==> src/rtl/vlan_tag_stripper.sv <==
module vlan_tag_stripper #(
  parameter int DEPTH = 6,
  parameter int PD_W  = 2,
  parameter int OFS_W = 5
) (
  input  logic             clk,
  input  logic             rst_n,
  input  logic             cfg_strip_en,
  input  logic [PD_W-1:0]  cfg_parse_depth,
  input  logic [OFS_W-1:0] cfg_l2_offset,
  input  logic             in_valid,
  output logic             in_ready,
  input  logic [7:0]       in_data,
  input  logic             in_sof,
  input  logic             in_eof,
  output logic             out_valid,
  input  logic             out_ready,
  output logic [7:0]       out_data,
  output logic             out_sof,
  output logic             out_eof,
  output logic             out_meta_valid,
  output logic             out_tag_found,
  output logic [15:0]      out_tag_ctrl
);

  localparam int CW = $clog2(DEPTH + 1);
  localparam int PW = 5;
  localparam logic [PW-1:0] P_WIN   = PW'(11);
  localparam logic [PW-1:0] P_TYPEH = PW'(12);
  localparam logic [PW-1:0] P_TYPEL = PW'(13);
  localparam logic [PW-1:0] P_CTRLH = PW'(14);
  localparam logic [PW-1:0] P_LAST  = PW'(15);
  localparam logic [PW-1:0] P_SAT   = PW'(16);
  localparam logic [7:0]    TPID_H  = 8'h81;
  localparam logic [7:0]    TPID_L  = 8'h00;

  logic [CW-1:0]    cnt;
  logic [7:0]       q_data [DEPTH];
  logic [2:0]       q_k    [DEPTH];
  logic [DEPTH-1:0] q_sof, q_eof, q_rel, q_drop, q_tf;

  logic [7:0]       m_data [DEPTH];
  logic [2:0]       m_k    [DEPTH];
  logic [DEPTH-1:0] m_sof, m_eof, m_rel, m_drop, m_tf;

  logic [7:0]       n_data [DEPTH];
  logic [2:0]       n_k    [DEPTH];
  logic [DEPTH-1:0] n_sof, n_eof, n_rel, n_drop, n_tf;

  logic [PW-1:0] pos_q, pos_cur;
  logic          allow_q, frame_tag_q;
  logic [7:0]    type_h, type_l, ctrl_h;
  logic [15:0]   ctrl_q;

  logic          fire_in, pop, allow_cfg, allow_cur, strip_now, release_now;
  logic          rel_in, tf_in;
  logic [2:0]    k_in;
  logic [CW-1:0] widx;

  assign in_ready    = cnt < CW'(DEPTH);
  assign fire_in     = in_valid & in_ready;
  assign pos_cur     = in_sof ? '0 : pos_q;
  assign allow_cfg   = cfg_strip_en & (|cfg_parse_depth) & ~(|cfg_l2_offset);
  assign allow_cur   = in_sof ? allow_cfg : allow_q;
  assign strip_now   = fire_in & (pos_cur == P_LAST) & allow_cur &
                       (type_h == TPID_H) & (type_l == TPID_L);
  assign release_now = fire_in & (in_eof | (pos_cur == P_LAST));
  assign k_in        = (pos_cur >= P_WIN && pos_cur <= P_LAST) ? 3'(pos_cur - PW'(10)) : 3'd0;
  assign rel_in      = (k_in == 3'd0) | release_now;
  assign tf_in       = strip_now | (~in_sof & frame_tag_q);

  assign pop         = (cnt != '0) & q_rel[0] & (q_drop[0] | out_ready);
  assign widx        = cnt - CW'(pop);

  assign out_valid      = (cnt != '0) & q_rel[0] & ~q_drop[0];
  assign out_data       = q_data[0];
  assign out_sof        = q_sof[0];
  assign out_eof        = q_eof[0];
  assign out_meta_valid = out_valid & q_eof[0];
  assign out_tag_found  = out_meta_valid & q_tf[0];
  assign out_tag_ctrl   = out_tag_found ? ctrl_q : 16'h0;

  always_comb begin
    m_data = q_data;
    m_k    = q_k;
    m_sof  = q_sof;
    m_eof  = q_eof;
    m_rel  = q_rel;
    m_drop = q_drop;
    m_tf   = q_tf;
    for (int i = 0; i < DEPTH; i++) begin
      if (release_now && CW'(i) < cnt) begin
        if (strip_now && q_k[i] == 3'd1) begin
          m_eof[i] = in_eof;
          m_tf[i]  = 1'b1;
        end else if (strip_now && q_k[i] != 3'd0) begin
          m_drop[i] = 1'b1;
        end
        m_rel[i] = 1'b1;
        m_k[i]   = 3'd0;
      end
    end

    n_data = m_data;
    n_k    = m_k;
    n_sof  = m_sof;
    n_eof  = m_eof;
    n_rel  = m_rel;
    n_drop = m_drop;
    n_tf   = m_tf;
    if (pop) begin
      for (int i = 0; i < DEPTH - 1; i++) begin
        n_data[i] = m_data[i+1];
        n_k[i]    = m_k[i+1];
        n_sof[i]  = m_sof[i+1];
        n_eof[i]  = m_eof[i+1];
        n_rel[i]  = m_rel[i+1];
        n_drop[i] = m_drop[i+1];
        n_tf[i]   = m_tf[i+1];
      end
    end

    if (fire_in) begin
      n_data[widx] = in_data;
      n_k[widx]    = release_now ? 3'd0 : k_in;
      n_sof[widx]  = in_sof;
      n_eof[widx]  = in_eof;
      n_rel[widx]  = rel_in;
      n_drop[widx] = strip_now;
      n_tf[widx]   = tf_in;
    end
  end

  always_ff @(posedge clk) begin
    if (!rst_n) begin
      cnt         <= '0;
      q_sof       <= '0;
      q_eof       <= '0;
      q_rel       <= '0;
      q_drop      <= '0;
      q_tf        <= '0;
      pos_q       <= '0;
      allow_q     <= 1'b0;
      frame_tag_q <= 1'b0;
      type_h      <= '0;
      type_l      <= '0;
      ctrl_h      <= '0;
      ctrl_q      <= '0;
    end else begin
      cnt    <= cnt + CW'(fire_in) - CW'(pop);
      q_sof  <= n_sof;
      q_eof  <= n_eof;
      q_rel  <= n_rel;
      q_drop <= n_drop;
      q_tf   <= n_tf;
      if (fire_in) begin
        pos_q       <= in_eof ? '0 : ((pos_cur == P_SAT) ? P_SAT : pos_cur + PW'(1));
        frame_tag_q <= tf_in & ~in_eof;
        if (in_sof) allow_q <= allow_cfg;
        if (pos_cur == P_TYPEH) type_h <= in_data;
        if (pos_cur == P_TYPEL) type_l <= in_data;
        if (pos_cur == P_CTRLH) ctrl_h <= in_data;
        if (strip_now) ctrl_q <= {ctrl_h, in_data};
      end
    end
  end

  always_ff @(posedge clk) begin
    q_data <= n_data;
    q_k    <= n_k;
  end

endmodule

==> config.mk <==
export PLATFORM = sky130hd
export DESIGN_NAME = vlan_tag_stripper
export DESIGN_NICKNAME = d
export VERILOG_FILES = /design/src/rtl/vlan_tag_stripper.sv
export SDC_FILE = /design/constraint.sdc
export NUM_CORES = 1
export LEC_CHECK = 0
export ABC_AREA = 1
export BUFFER_PORTS_ARGS = -buffer_cell sky130_fd_sc_hd__buf_4
export CORE_ASPECT_RATIO = 0.75
export CORE_MARGIN = 3
export CORE_UTILIZATION = 60
export CTS_CLUSTER_DIAMETER = 120
export CTS_CLUSTER_SIZE = 24
export DETAILED_ROUTE_END_ITERATION = 12
export PLACE_DENSITY = 0.8
export SLEW_MARGIN = 20
export SYNTH_ARGS = -nofsm -noshare
export SYNTH_HDL_FRONTEND = slang
export SYNTH_SLANG_ARGS = --single-unit
==> constraint.sdc <==
create_clock -name clk -period 4.7 [get_ports clk]
set_clock_uncertainty 0.2 [all_clocks]
set_input_delay 0.705 -clock clk [delete_from_list [all_inputs] [get_ports clk]]
set_output_delay 0.705 -clock clk [all_outputs]
set_load 0.1 [all_outputs]
==> qor.txt <==
=================================================================================
Result of the run ..................................................    completed
Clock root cell .................................................... sky130_fd_sc_hd__clkbuf_16
Resized Gates After CTS ............................................            0
Final Max Tran Viols ...............................................            0
Async set-reset flop share out of synthesis ........................           0%
Syn nets ...........................................................          949
Post-synth EDFFs ...................................................            8
Number of global-route vias before repair ..........................         5423
Row Count ..........................................................           33
Critical path data arrival time ....................................      2.46 ns
Worst Setup End Kind ............................................... primary output
Number of nets in the layout .......................................          969
Cell Pwr Density ...................................................  595 nW/um^2
Starting utilization of the core area ..............................        62.2%
Crit path time final ...............................................      3.37 ns
Number of H-tree levels ............................................            4
Filler Cell Count ..................................................          930
DRC errors left ....................................................            0
Final antenna diode count ..........................................            0
Leakage power total ................................................      3.45 nW
Synthesis warning total ............................................            0
Kind of path behind the tightest hold check ........................       in2reg
Worst-Skew Late Latency ............................................      0.42 ns
Transition time at the pin with the least slew margin ..............     0.854 ns
Wire per inst ...................................................... 15.4 microns
Final weighted congestion of routability-driven global placement ...        0.874
Clock tree from TritonCTS ..........................................          yes
Post-synthesis instance area .......................................   6890 sq um
Timing-limited maximum frequency ...................................    0.297 GHz
Hold bufs inserted after CTS .......................................            0
Count of buffers from port buffering ...............................           51
Routed wire length ................................................. 16600 microns
Total global routing overflow ......................................            0
Height of the die .................................................. 98.8 microns
I/O pin count ......................................................           52
Number of instances in the placed design ...........................         1051
Area growth from synthesis to layout ...............................        12.9%
Req. time, crit path ...............................................      3.80 ns
Core area ..........................................................  11100 sq um
DRC marker count from the first detailed-route iteration ...........          629
Final instance count without filler cells ..........................         1083
Overall Global Routing Usage .......................................        26.7%
Synth unique cells .................................................           47
Type of origin of the critical path ................................     register
Top cells by area, synth ........................................... sky130_fd_sc_hd__dfxtp_1 40%, sky130_fd_sc_hd__o21ai_0 8.1%, sky130_fd_sc_hd__nor2_1 6.2%
Die width ..........................................................  130 microns
Routed via count ...................................................         6147
Instance count of the mapped netlist ...............................          910
Pin count of the biggest net entering global routing ...............           83
Most frequently used flop master after synthesis ................... sky130_fd_sc_hd__dfxtp_1
Final antenna-violating net count ..................................            0
Initial antenna violation count ....................................            0
Worst-path fanout max ..............................................           16
Total Power Consumption ............................................    0.00462 W
Max clock buf depth ................................................            2
IR drop worst, VDD .................................................       535 uV
Number of detailed-routing iterations run before antenna repair ....            6
DR vias/cell .......................................................         5.68
Total Die Area .....................................................  12800 sq um
Max cap viols ......................................................            0
Critical Setup Path Class ..........................................      reg2out
Setup Fix Bufs, Post-CTS ...........................................            0
Library cell occupying the most area in the post-synthesis netlist . sky130_fd_sc_hd__dfxtp_1
CTS sink count .....................................................          146
Clk slew on worst S/H paths ........................................      0.06 ns
Share of cells above drive strength 1 ..............................        17.1%
Ratio of final minimum period to clock period ......................        71.6%
Setup total negative slack .........................................         0 ns
Number of setup violations in the final report .....................            0
Number of buffers created by CTS ...................................           17
Relative slew margins ..............................................        43.0%
Unrepaired setup endpoints after global routing ....................           no
Sum of net half-perimeters after detailed placement ................ 10600 microns
Yosys top cell area share ..........................................        40.1%
Avg Cell Area, Syn .................................................   7.57 sq um
Number of failing hold endpoints at the final stage ................            0
Wire length of the first global-routing pass ....................... 27200 microns
Synthesized flop and latch total ...................................          146
Post-synthesis sequential area ratio ...............................        43.6%
=================================================================================
[worst max-delay path: stages, from the launching register on]
cell	delay (ns)
sky130_fd_sc_hd__dfxtp_1	0.46
sky130_fd_sc_hd__inv_1	0.16
sky130_fd_sc_hd__nand3_1	0.16
sky130_fd_sc_hd__nand2_1	0.10
sky130_fd_sc_hd__nor2_2	0.17
sky130_fd_sc_hd__nand2_1	0.13
sky130_fd_sc_hd__nor2_4	0.10
sky130_fd_sc_hd__inv_1	0.26
sky130_fd_sc_hd__nor2_1	0.19
sky130_fd_sc_hd__buf_4	0.31
[final cells by class]
cell class / instances / area [sq um] / area share, %
Multi-Input combinational cell: 600 / 3190 / 41.0
Sequential cell: 146 / 3000 / 38.6
Clock buffer: 18 / 429 / 5.52
Inverter: 111 / 419 / 5.39
Timing Repair Buffer: 54 / 405 / 5.21
Tap cell: 140 / 175 / 2.25
Clock inverter: 14 / 151 / 1.95
[through the flow]
| step | instance area [sq um] | setup WS [ns] | util, % | hold slack, ns |
|---|---|---|---|---|
| floorplan | 6920 | 0.00547 | - | 0.230 |
| global placement | 7190 | 1.39 | 65.0 | 0.246 |
| detailed placement | 7190 | 1.30 | 65.0 | 0.260 |
| CTS | 7770 | 1.34 | 70.3 | 0.263 |
| global route | 7770 | 1.12 | 70.3 | 0.258 |
| finish | 7770 | 1.33 | 70.3 | 0.269 |
[report_power, final]
| group | internal (W) | switching (W) |
|---|---|---|
| sequential | 0.00158 | 0.000161 |
| combinational | 0.000459 | 0.00109 |
| clock | 0.000790 | 0.000547 |
| total | 0.00283 | 0.00179 |
[final timing paths]
| path | from | endpoint | slack, ns | cells after the start |
|---|---|---|---|---|
| setup / recovery | cnt[1]$_SDFF_PN0_ | out_tag_ctrl[0] | 1.33 | 9 |
| hold / removal | in_data[5] | m_data[5]$_DFFE_PP_ | 0.27 | 1 |
| hold reg to reg | allow_q$_SDFFE_PN0P_ | allow_q$_SDFFE_PN0P_ | 0.27 | 2 |
| setup reg to reg | cnt[1]$_SDFF_PN0_ | q_k[10]$_DFF_P_ | 1.56 | 14 |
[cells in the mapped netlist, drive strengths merged (8+ instances only)]
| master | count |
|---|---|
| a21oi | 82 |
| a31oi | 14 |
| buf | 36 |
| clkbuf | 17 |
| clkinv | 8 |
| dfxtp | 138 |
| edfxtp | 8 |
| ha | 16 |
| inv | 103 |
| nand2 | 123 |
| nand3 | 44 |
| nor2 | 131 |
| o21ai | 125 |
| o22ai | 40 |
[registers in the layout, indices dropped and copies added (netlist names)]
signal / flops
ctrl_h: 8
q_eof: 6
m_data: 40
type_l: 8
q_drop: 6
allow_q: 1
q_rel: 6
type_h: 8
frame_tag_q: 1
q_k: 18
cnt: 3
ctrl_q: 16
m_sof: 6
pos_q: 5
q_tf: 6
out_data: 8
[cell usage in the layout, fill, tap and decap left out, types with 6 or more instances in the layout]
cell and n:
sky130_fd_sc_hd__inv_1 78, sky130_fd_sc_hd__nor2_4 11, sky130_fd_sc_hd__nor2_1 102, sky130_fd_sc_hd__o21ai_0 112
sky130_fd_sc_hd__o22ai_1 40, sky130_fd_sc_hd__nand2_2 8, sky130_fd_sc_hd__edfxtp_1 8, sky130_fd_sc_hd__buf_4 54
sky130_fd_sc_hd__clkbuf_16 17, sky130_fd_sc_hd__ha_1 16, sky130_fd_sc_hd__nor2_2 17, sky130_fd_sc_hd__nand3_1 42
sky130_fd_sc_hd__nand2_4 6, sky130_fd_sc_hd__nand2_1 109, sky130_fd_sc_hd__a31oi_1 14, sky130_fd_sc_hd__clkinv_1 9
sky130_fd_sc_hd__a21oi_1 81, sky130_fd_sc_hd__inv_2 24, sky130_fd_sc_hd__o21ai_1 12, sky130_fd_sc_hd__dfxtp_1 138
[kinds of logic after synthesis]
| group | after synthesis | synth area share (%) |
|---|---|---|
| adders and majority gates | 17 | 3.20 |
| buffers and inverters | 164 | 10.6 |
| DFF | 146 | 43.6 |
| xor gates and xnor gates | 2 | 0.254 |
| and+or+nand+nor | 306 | 20.6 |
| AOI/OAI and AO/OA | 275 | 21.8 |
[routing by layer]
metal	wire length [microns]	vias up	track usage, %	share of wire [%]
met5	0	-	0	0
li1	-	3057	-	-
met1	7910	2793	40.0	47
met4	227	0	9.03	1.4
met2	7100	272	38.3	43
met3	1420	25	5.53	8.5
Note: power is estimated with default switching activity, not from simulation.
